--- src/rtl/burst_col_pkg.sv ---
package burst_col_pkg;

   // Width of the in-block offset for the largest burst (8 beats).
   localparam int OFS_W = 3;

   localparam logic [2:0] LEN_CODE_2 = 3'b001;
   localparam logic [2:0] LEN_CODE_4 = 3'b010;
   localparam logic [2:0] LEN_CODE_8 = 3'b011;

   typedef struct packed {
      logic             legal;
      logic [OFS_W-1:0] span_m1;   // beats minus one, doubles as offset mask
   } len_dec_t;

   function automatic len_dec_t decode_len(input logic [2:0] code);
      len_dec_t d;
      d.legal   = 1'b1;
      d.span_m1 = '0;
      case (code)
         LEN_CODE_2: d.span_m1 = 3'b001;
         LEN_CODE_4: d.span_m1 = 3'b011;
         LEN_CODE_8: d.span_m1 = 3'b111;
         default:    d.legal   = 1'b0;
      endcase
      return d;
   endfunction

endpackage

--- src/rtl/bcs_mode_decode.sv ---
module bcs_mode_decode
   import burst_col_pkg::*;
(
   input  logic [2:0]       len_code_i,
   output logic             legal_o,
   output logic [OFS_W-1:0] span_m1_o
);
   len_dec_t dec;

   always_comb begin
      dec       = decode_len(len_code_i);
      legal_o   = dec.legal;
      span_m1_o = dec.span_m1;
   end
endmodule

--- src/rtl/bcs_beat_ctr.sv ---
module bcs_beat_ctr
   import burst_col_pkg::*;
(
   input  logic             clk,
   input  logic             rst_n,
   input  logic             load_i,
   input  logic [OFS_W-1:0] span_m1_i,
   output logic             active_o,
   output logic [OFS_W-1:0] idx_o,
   output logic [OFS_W-1:0] span_q_o,
   output logic             last_o
);
   logic             active_q;
   logic [OFS_W-1:0] idx_q;
   logic [OFS_W-1:0] span_q;

   always_ff @(posedge clk or negedge rst_n) begin
      if (!rst_n) begin
         active_q <= 1'b0;
         idx_q    <= '0;
         span_q   <= '0;
      end else if (load_i) begin
         active_q <= 1'b1;
         idx_q    <= '0;
         span_q   <= span_m1_i;
      end else if (active_q) begin
         if (idx_q == span_q) begin
            active_q <= 1'b0;
         end else begin
            idx_q <= idx_q + 1'b1;
         end
      end
   end

   assign active_o = active_q;
   assign idx_o    = idx_q;
   assign span_q_o = span_q;
   assign last_o   = active_q && (idx_q == span_q);
endmodule

--- src/rtl/bcs_addr_gen.sv ---
module bcs_addr_gen
   import burst_col_pkg::*;
#(
   parameter int COL_W = 10
) (
   input  logic [COL_W-1:0] base_i,
   input  logic             ilv_i,
   input  logic [OFS_W-1:0] mask_i,
   input  logic [OFS_W-1:0] idx_i,
   output logic [COL_W-1:0] col_o
);
   logic [OFS_W-1:0] ofs_seq;
   logic [OFS_W-1:0] ofs_ilv;
   logic [OFS_W-1:0] ofs;

   assign ofs_seq = base_i[OFS_W-1:0] + idx_i;   // wraps mod 8, masked below
   assign ofs_ilv = base_i[OFS_W-1:0] ^ idx_i;
   assign ofs     = ilv_i ? ofs_ilv : ofs_seq;

   for (genvar b = 0; b < OFS_W; b++) begin : g_ofs_bit
      assign col_o[b] = mask_i[b] ? ofs[b] : base_i[b];
   end

   if (COL_W > OFS_W) begin : g_upper
      assign col_o[COL_W-1:OFS_W] = base_i[COL_W-1:OFS_W];
   end
endmodule

--- src/rtl/burst_col_seq.sv ---
module burst_col_seq
   import burst_col_pkg::*;
#(
   parameter int COL_W = 10
) (
   input  logic             clk,
   input  logic             rst_n,
   input  logic             start_i,
   input  logic [COL_W-1:0] col_i,
   input  logic [2:0]       len_code_i,
   input  logic             ilv_i,
   output logic             beat_valid_o,
   output logic [COL_W-1:0] beat_col_o,
   output logic             beat_last_o,
   output logic             busy_o,
   output logic             mode_err_o
);
   initial begin
      assert (COL_W >= OFS_W)
         else $fatal(1, "burst_col_seq: COL_W must be at least %0d", OFS_W);
   end

   logic             legal;
   logic [OFS_W-1:0] span_m1;
   logic             active;
   logic [OFS_W-1:0] idx;
   logic [OFS_W-1:0] span_q;
   logic             last;
   logic             accept;
   logic [COL_W-1:0] col_q;
   logic             ilv_q;
   logic             err_q;

   assign accept = start_i && !active;

   bcs_mode_decode u_dec (
      .len_code_i (len_code_i),
      .legal_o    (legal),
      .span_m1_o  (span_m1)
   );

   bcs_beat_ctr u_ctr (
      .clk       (clk),
      .rst_n     (rst_n),
      .load_i    (accept && legal),
      .span_m1_i (span_m1),
      .active_o  (active),
      .idx_o     (idx),
      .span_q_o  (span_q),
      .last_o    (last)
   );

   always_ff @(posedge clk or negedge rst_n) begin
      if (!rst_n) begin
         col_q <= '0;
         ilv_q <= 1'b0;
         err_q <= 1'b0;
      end else if (accept) begin
         col_q <= col_i;
         ilv_q <= ilv_i;
         err_q <= !legal;
      end
   end

   bcs_addr_gen #(.COL_W(COL_W)) u_gen (
      .base_i (col_q),
      .ilv_i  (ilv_q),
      .mask_i (span_q),
      .idx_i  (idx),
      .col_o  (beat_col_o)
   );

   assign beat_valid_o = active;
   assign beat_last_o  = last;
   assign busy_o       = active;
   assign mode_err_o   = err_q;
endmodule

--- config.mk ---
export PLATFORM = sky130hd
export DESIGN_NAME = burst_col_seq
export DESIGN_NICKNAME = d
export VERILOG_FILES = /design/src/rtl/burst_col_pkg.sv /design/src/rtl/bcs_mode_decode.sv /design/src/rtl/bcs_beat_ctr.sv /design/src/rtl/bcs_addr_gen.sv /design/src/rtl/burst_col_seq.sv
export SDC_FILE = /design/constraint.sdc
export NUM_CORES = 1
export LEC_CHECK = 0
export ABC_AREA = 0
export CELL_PAD_IN_SITES_DETAIL_PLACEMENT = 0
export CELL_PAD_IN_SITES_GLOBAL_PLACEMENT = 1
export CORE_MARGIN = 8
export CORE_UTILIZATION = 35
export CTS_BUF_LIST = sky130_fd_sc_hd__clkbuf_16
export DETAILED_ROUTE_END_ITERATION = 6
export PLACE_DENSITY_LB_ADDON = 0.3
export SLEW_MARGIN = 30
export SYNTH_ARGS = -nofsm -noshare
export SYNTH_HDL_FRONTEND = slang
export SYNTH_SLANG_ARGS = --single-unit
--- constraint.sdc ---
create_clock -name clk -period 2 [get_ports clk]
set_input_delay 0.4 -clock clk [delete_from_list [all_inputs] [get_ports clk]]
set_output_delay 0.4 -clock clk [all_outputs]
set_load 0.01 [all_outputs]
* After elaboration in Yosys (flattened, before gate mapping) *
Cells that the tools add are included.

word-level totals
  bits of input ports = 17
  memories = 0
  latch bits = 0
  ROM bits = 0
  output and inout bits = 14
  word-level logic and storage cells = 34
  memory bits (writable) = 0
  flip-flop bits (word level) = 19

cells by class
  div/mod/pow operators = 0
  shifts and indexed selects = 0
  add/sub/neg operators = 2
  bitwise operators = 1
  multiply operators = 0
  reductions and logical operators = 8
  order comparisons = 0
  eq/ne operators = 5
  multiplexer cells = 12

operators with widths
  cell                                                                    number
  3-bit 2-to-1 mux                                                        4
  3-bit one-hot mux with 3 select lines                                   1
  1-bit 2-to-1 mux                                                        7
  3-bit by 2-bit equality test with 1-bit output (second input constant)  2
  3-bit by 1-bit adder with 3-bit output (second input constant)          1
  3-bit adder                                                             1
  3-bit by 1-bit equality test with 1-bit output (second input constant)  1
  3-bit equality test                                                     1
  1-bit logical AND                                                       3
  3-bit OR reduction                                                      1
  3-bit XOR                                                               1
  1-bit logical NOT                                                       2
  2-bit by 1-bit != test with 1-bit output (second input constant)        1
  2-bit AND reduction                                                     1
  2-bit nonzero test                                                      1

* Longest topological paths before layout *
  word-level depth = 6
  gate-level depth with buffers = 6

* Hierarchy *
Synthesis repeated with hierarchy kept, for this count alone.

second synthesis, totals
  cells, all modules = 92
  area total of the unflattened synthesis = 1124.8 um^2

by module, submodules not included
  module           area an instance (um^2)  times used  cells an instance
  burst_col_seq    516.7                    1           29
  bcs_beat_ctr     404.1                    1           38
  bcs_addr_gen     165.2                    1           21
  bcs_mode_decode  38.8                     1           4

* Worst setup path before layout *
No wires, ideal clock.

  kind = register to output
  start = register u_ctr.idx_q[0] (netlist: u_ctr.idx_o[0])
  end = output port beat_col_o[2]
  arrival time = 1.486 ns
  required time = 1.600 ns
  slack = 0.114 ns
  stages on the path, launching flop included = 7
  cell sequence = dfrtp_1 -> ha_1 -> inv_1 -> fa_1 -> o21a_1 -> o21ai_0 -> xnor2_1

on the way
  cells in the longest elaborated chain, start to end = 3

RTL lines
  item                    line                 source
  from (decl)             bcs_beat_ctr.sv:14   logic [OFS_W-1:0] idx_q;
  from (signal assigned)  bcs_beat_ctr.sv:30   idx_q <= idx_q + 1'b1;
  3-bit adder             bcs_addr_gen.sv:16   assign ofs_seq = base_i[OFS_W-1:0] + idx_i;
  3-bit 2-to-1 mux        bcs_addr_gen.sv:18   assign ofs = ilv_i ? ofs_ilv : ofs_seq;
  1-bit 2-to-1 mux        bcs_addr_gen.sv:21   assign col_o[b] = mask_i[b] ? ofs[b] : base_i[b];
  to (decl)               burst_col_seq.sv:13  output logic [COL_W-1:0] beat_col_o,

Every way passes these cells.

* Final worst setup path *
Ends and elaborated chain as after synthesis.

==> reports/qor.txt <==
Status = finished with violations
Failing checks = setup timing
Hpwl dp = 1610 um
Synth area leaders = dfrtp_1, mux2_1, buf_4
Routed WL per cell = 14.0 um
Total Wirelength = 2060 um
DP Worst Slack = -0.392 ns
Grt total ovfl = 0
Max cap viols = 0
Setup TNS = -0.289 ns
Worst slew pin tran = 0.374 ns
Flop-to-flop setup slack = 0.29 ns
Setup-failing EPs final = 2
Post-synth EDFFs = 0
Worst R2R Path Depth = 6
Synth warn = 0
Clk root buf = clkbuf_16
Crit. End Element = primary output
Starting Density = 36.1%
Max VDD drop = 0.000953 V
PwrDens = 1620 mW/mm^2
DR pass1 iterations = 3
Core ar. = 0.00271 mm^2
Rows = 19
IO Pins = 31
Max Freq = 464 MHz
Worst path slowest cell = dfrtp_1
Vias in the first global route = 778
DRC = 0
Crit path kind = reg -> out
Worst-path cell chain = ha_2 > inv_2 > fa_2 > o21a_1 > o21ai_2 > xnor2_1 > buf_2
Worst-skew pair later-pin latency = 0.25 ns
Netlist Area Pre-Place = 977 um^2
Max-slew headroom = 74.9%
# hold bufs at CTS = 0
FF+latch count, synth = 19
Critical Path Max Stage Delay = 0.37 ns
Final #Nets = 138
Critical path startpoint category = register
CTS tree = built
Layout area overhead = 44.8%
Setup ws final = -0.157 ns
Die width = 68.8 um
DRT antenna net count = 0
Largest net degree at the start of global routing = 20
Antenna diodes = 0
Final Hold Viols = 0
Tmin final = 2.16 ns
Critical path peak fanout = 2
Mean Syn Cell Area = 12.2 um^2
Post-synth top area share = 48.7%
H-tree Lvls = 1
Via count = 694
Fraction of layout cells with a size suffix above 1 = 26.7%
First-pass GRT wire length = 3440 um
Worst EP arrival = 1.76 ns
CTS Sinks = 19
Via density per instance = 4.72
Min-delay worst type = in -> async
Gate Count Post-Synth = 80
Final period utilization = 108%
WP data required = 1.60 ns
Crit Reg-Reg Startpoint = u_ctr.idx_o[0]$_DFFE_PN0P_
Final Skew = 0.00338 ns
Ys flop type = dfrtp_1
Leakage power = 0.632 nW
Die area = 0.00474 mm^2
Cell taking the most area after synthesis = dfrtp_1
RR Endpoint = u_ctr.idx_o[1]$_DFFE_PN0P_
Worst setup endpoint = beat_col_o[2]
RePlAce Congestion = 0.738
DIE HEIGHT = 68.8 um
Max-slew violations = 0
Ys async rst share = 100%
Clock buffer depth = 2
Netlist cell types = 27
GRT Resource Usage Total = 9.68%
1st-iter DRT viols = 17
Initial antenna violation count = 0
Setup crit start = u_ctr.idx_o[0]$_DFFE_PN0P_
Sequential share of the synthesized area = 48.7%
Cts bufs inserted = 3
RSZ-0062 raised after global routing = true
Syn Nets = 101
Port Buffers = 30
CTS clk-pin slew, worst paths = 0.06 ns
-- what timing repair did --
action / in CTS / in global routing
hold endpoints to repair: 0 / 0
pin swaps: 3 / 2
buffers inserted: 1 / 1
endpoints found under the setup margin: 4 / 3
gates resized for setup: 17 / 3
-- per-layer routing --
metal | vias up | global-route usage, % | routed length, um
met5 | - | 0 | 0
li1 | 340 | - | -
met3 | 4 | 3.39 | 128
met1 | 336 | 11.0 | 874
met2 | 14 | 15.9 | 1020
met4 | 0 | 4.51 | 36
-- cell type report --
class	instances	area, um^2
Multi-Input combinational cell	48	439
Clock buffer	3	75.1
Timing Repair Buffer	41	367
Fill cell	260	1290
Sequential cell	19	475
Tap cell	31	38.8
Clock inverter	1	5.00
Inverter	4	15.0
-- flip-flops by register name, indices dropped and copies added, names as in the netlist --
| register | cells |
|---|---|
| col_q | 10 |
| ilv_q | 1 |
| mode_err_o | 1 |
| u_ctr.active_o | 1 |
| u_ctr.idx_o | 3 |
| u_ctr.span_q_o | 3 |
-- per-stage QoR --
stage	util (%)	instance area (um^2)	hold WS, ns	total power [mW]	std cells
detailed placement	48.6	1320	0.474	1.90	141
finish	52.2	1420	0.481	2.29	147
global placement	48.6	1320	0.467	1.87	141
floorplan	-	977	0.104	1.37	80
global route	52.2	1420	0.504	2.48	147
CTS	51.9	1410	0.487	2.30	146
-- worst max-delay path: cells and delay by family (launching register included) --
kind / cells / cell delay, ns
adders and majority gates: 2 / 0.53
DFF: 1 / 0.37
AOI/OAI and AO/OA: 2 / 0.30
xor gates and xnor gates: 1 / 0.12
buffers and inverters: 2 / 0.19
-- cell families after synthesis --
group | synth area share [%]
mux | 16.8
buf+inv | 8.45
fa+ha+maj | 5.89
xor+xnor | 3.59
flops | 48.7
compound gates | 8.96
simple gates | 7.68
-- worst min path at each step --
stage | from | end | slack [ns] | cells past startpoint
finish | rst_n | col_q[5]$_DFFE_PN0P_ | 0.48 | 2
global route | col_q[9]$_DFFE_PN0P_ | col_q[9]$_DFFE_PN0P_ | 0.50 | 1
CTS | rst_n | col_q[5]$_DFFE_PN0P_ | 0.49 | 2
detailed placement | col_q[6]$_DFFE_PN0P_ | col_q[6]$_DFFE_PN0P_ | 0.47 | 1
global placement | col_q[5]$_DFFE_PN0P_ | col_q[5]$_DFFE_PN0P_ | 0.47 | 1
floorplan | rst_n | col_q[0]$_DFFE_PN0P_ | 0.10 | 0
-- power breakdown --
group,total [mW],switching (mW),internal (mW)
registers,0.689,0.120,0.568
logic,1.19,0.518,0.672
clock network,0.408,0.140,0.268
total,2.29,0.778,1.51
-- cell usage in the layout, fill, tap and decap left out --
cell type / n
a21o_1: 1
a21oi_1: 1
a22o_1: 1
and3_1: 1
buf_2: 3
buf_4: 11
clkbuf_16: 3
clkdlybuf4s50_1: 26
clkinv_2: 1
dfrtp_1: 19
dlygate4sd2_1: 1
fa_2: 1
ha_1: 2
ha_2: 1
inv_1: 3
inv_2: 1
mux2_1: 7
mux2_2: 4
mux2i_1: 4
nand2_1: 3
nand2b_1: 1
nor2_1: 2
nor2b_2: 1
nor3_2: 1
nor3b_2: 1
nor4b_2: 1
o21a_1: 2
o21ai_0: 4
o21ai_1: 1
o21ai_2: 1
o311ai_1: 1
o31ai_2: 1
or3b_1: 1
xnor2_1: 1
xor2_1: 3
-- cell usage after synthesis, types with 2 or more instances --
cell,count
dfrtp_1,19
buf_4,9
mux2_1,7
o21ai_0,5
inv_1,4
mux2_2,4
mux2i_1,4
ha_1,3
nand2_1,3
xor2_1,3
nor2_1,2
o21a_1,2
Note: power is estimated with default switching activity, not from simulation.
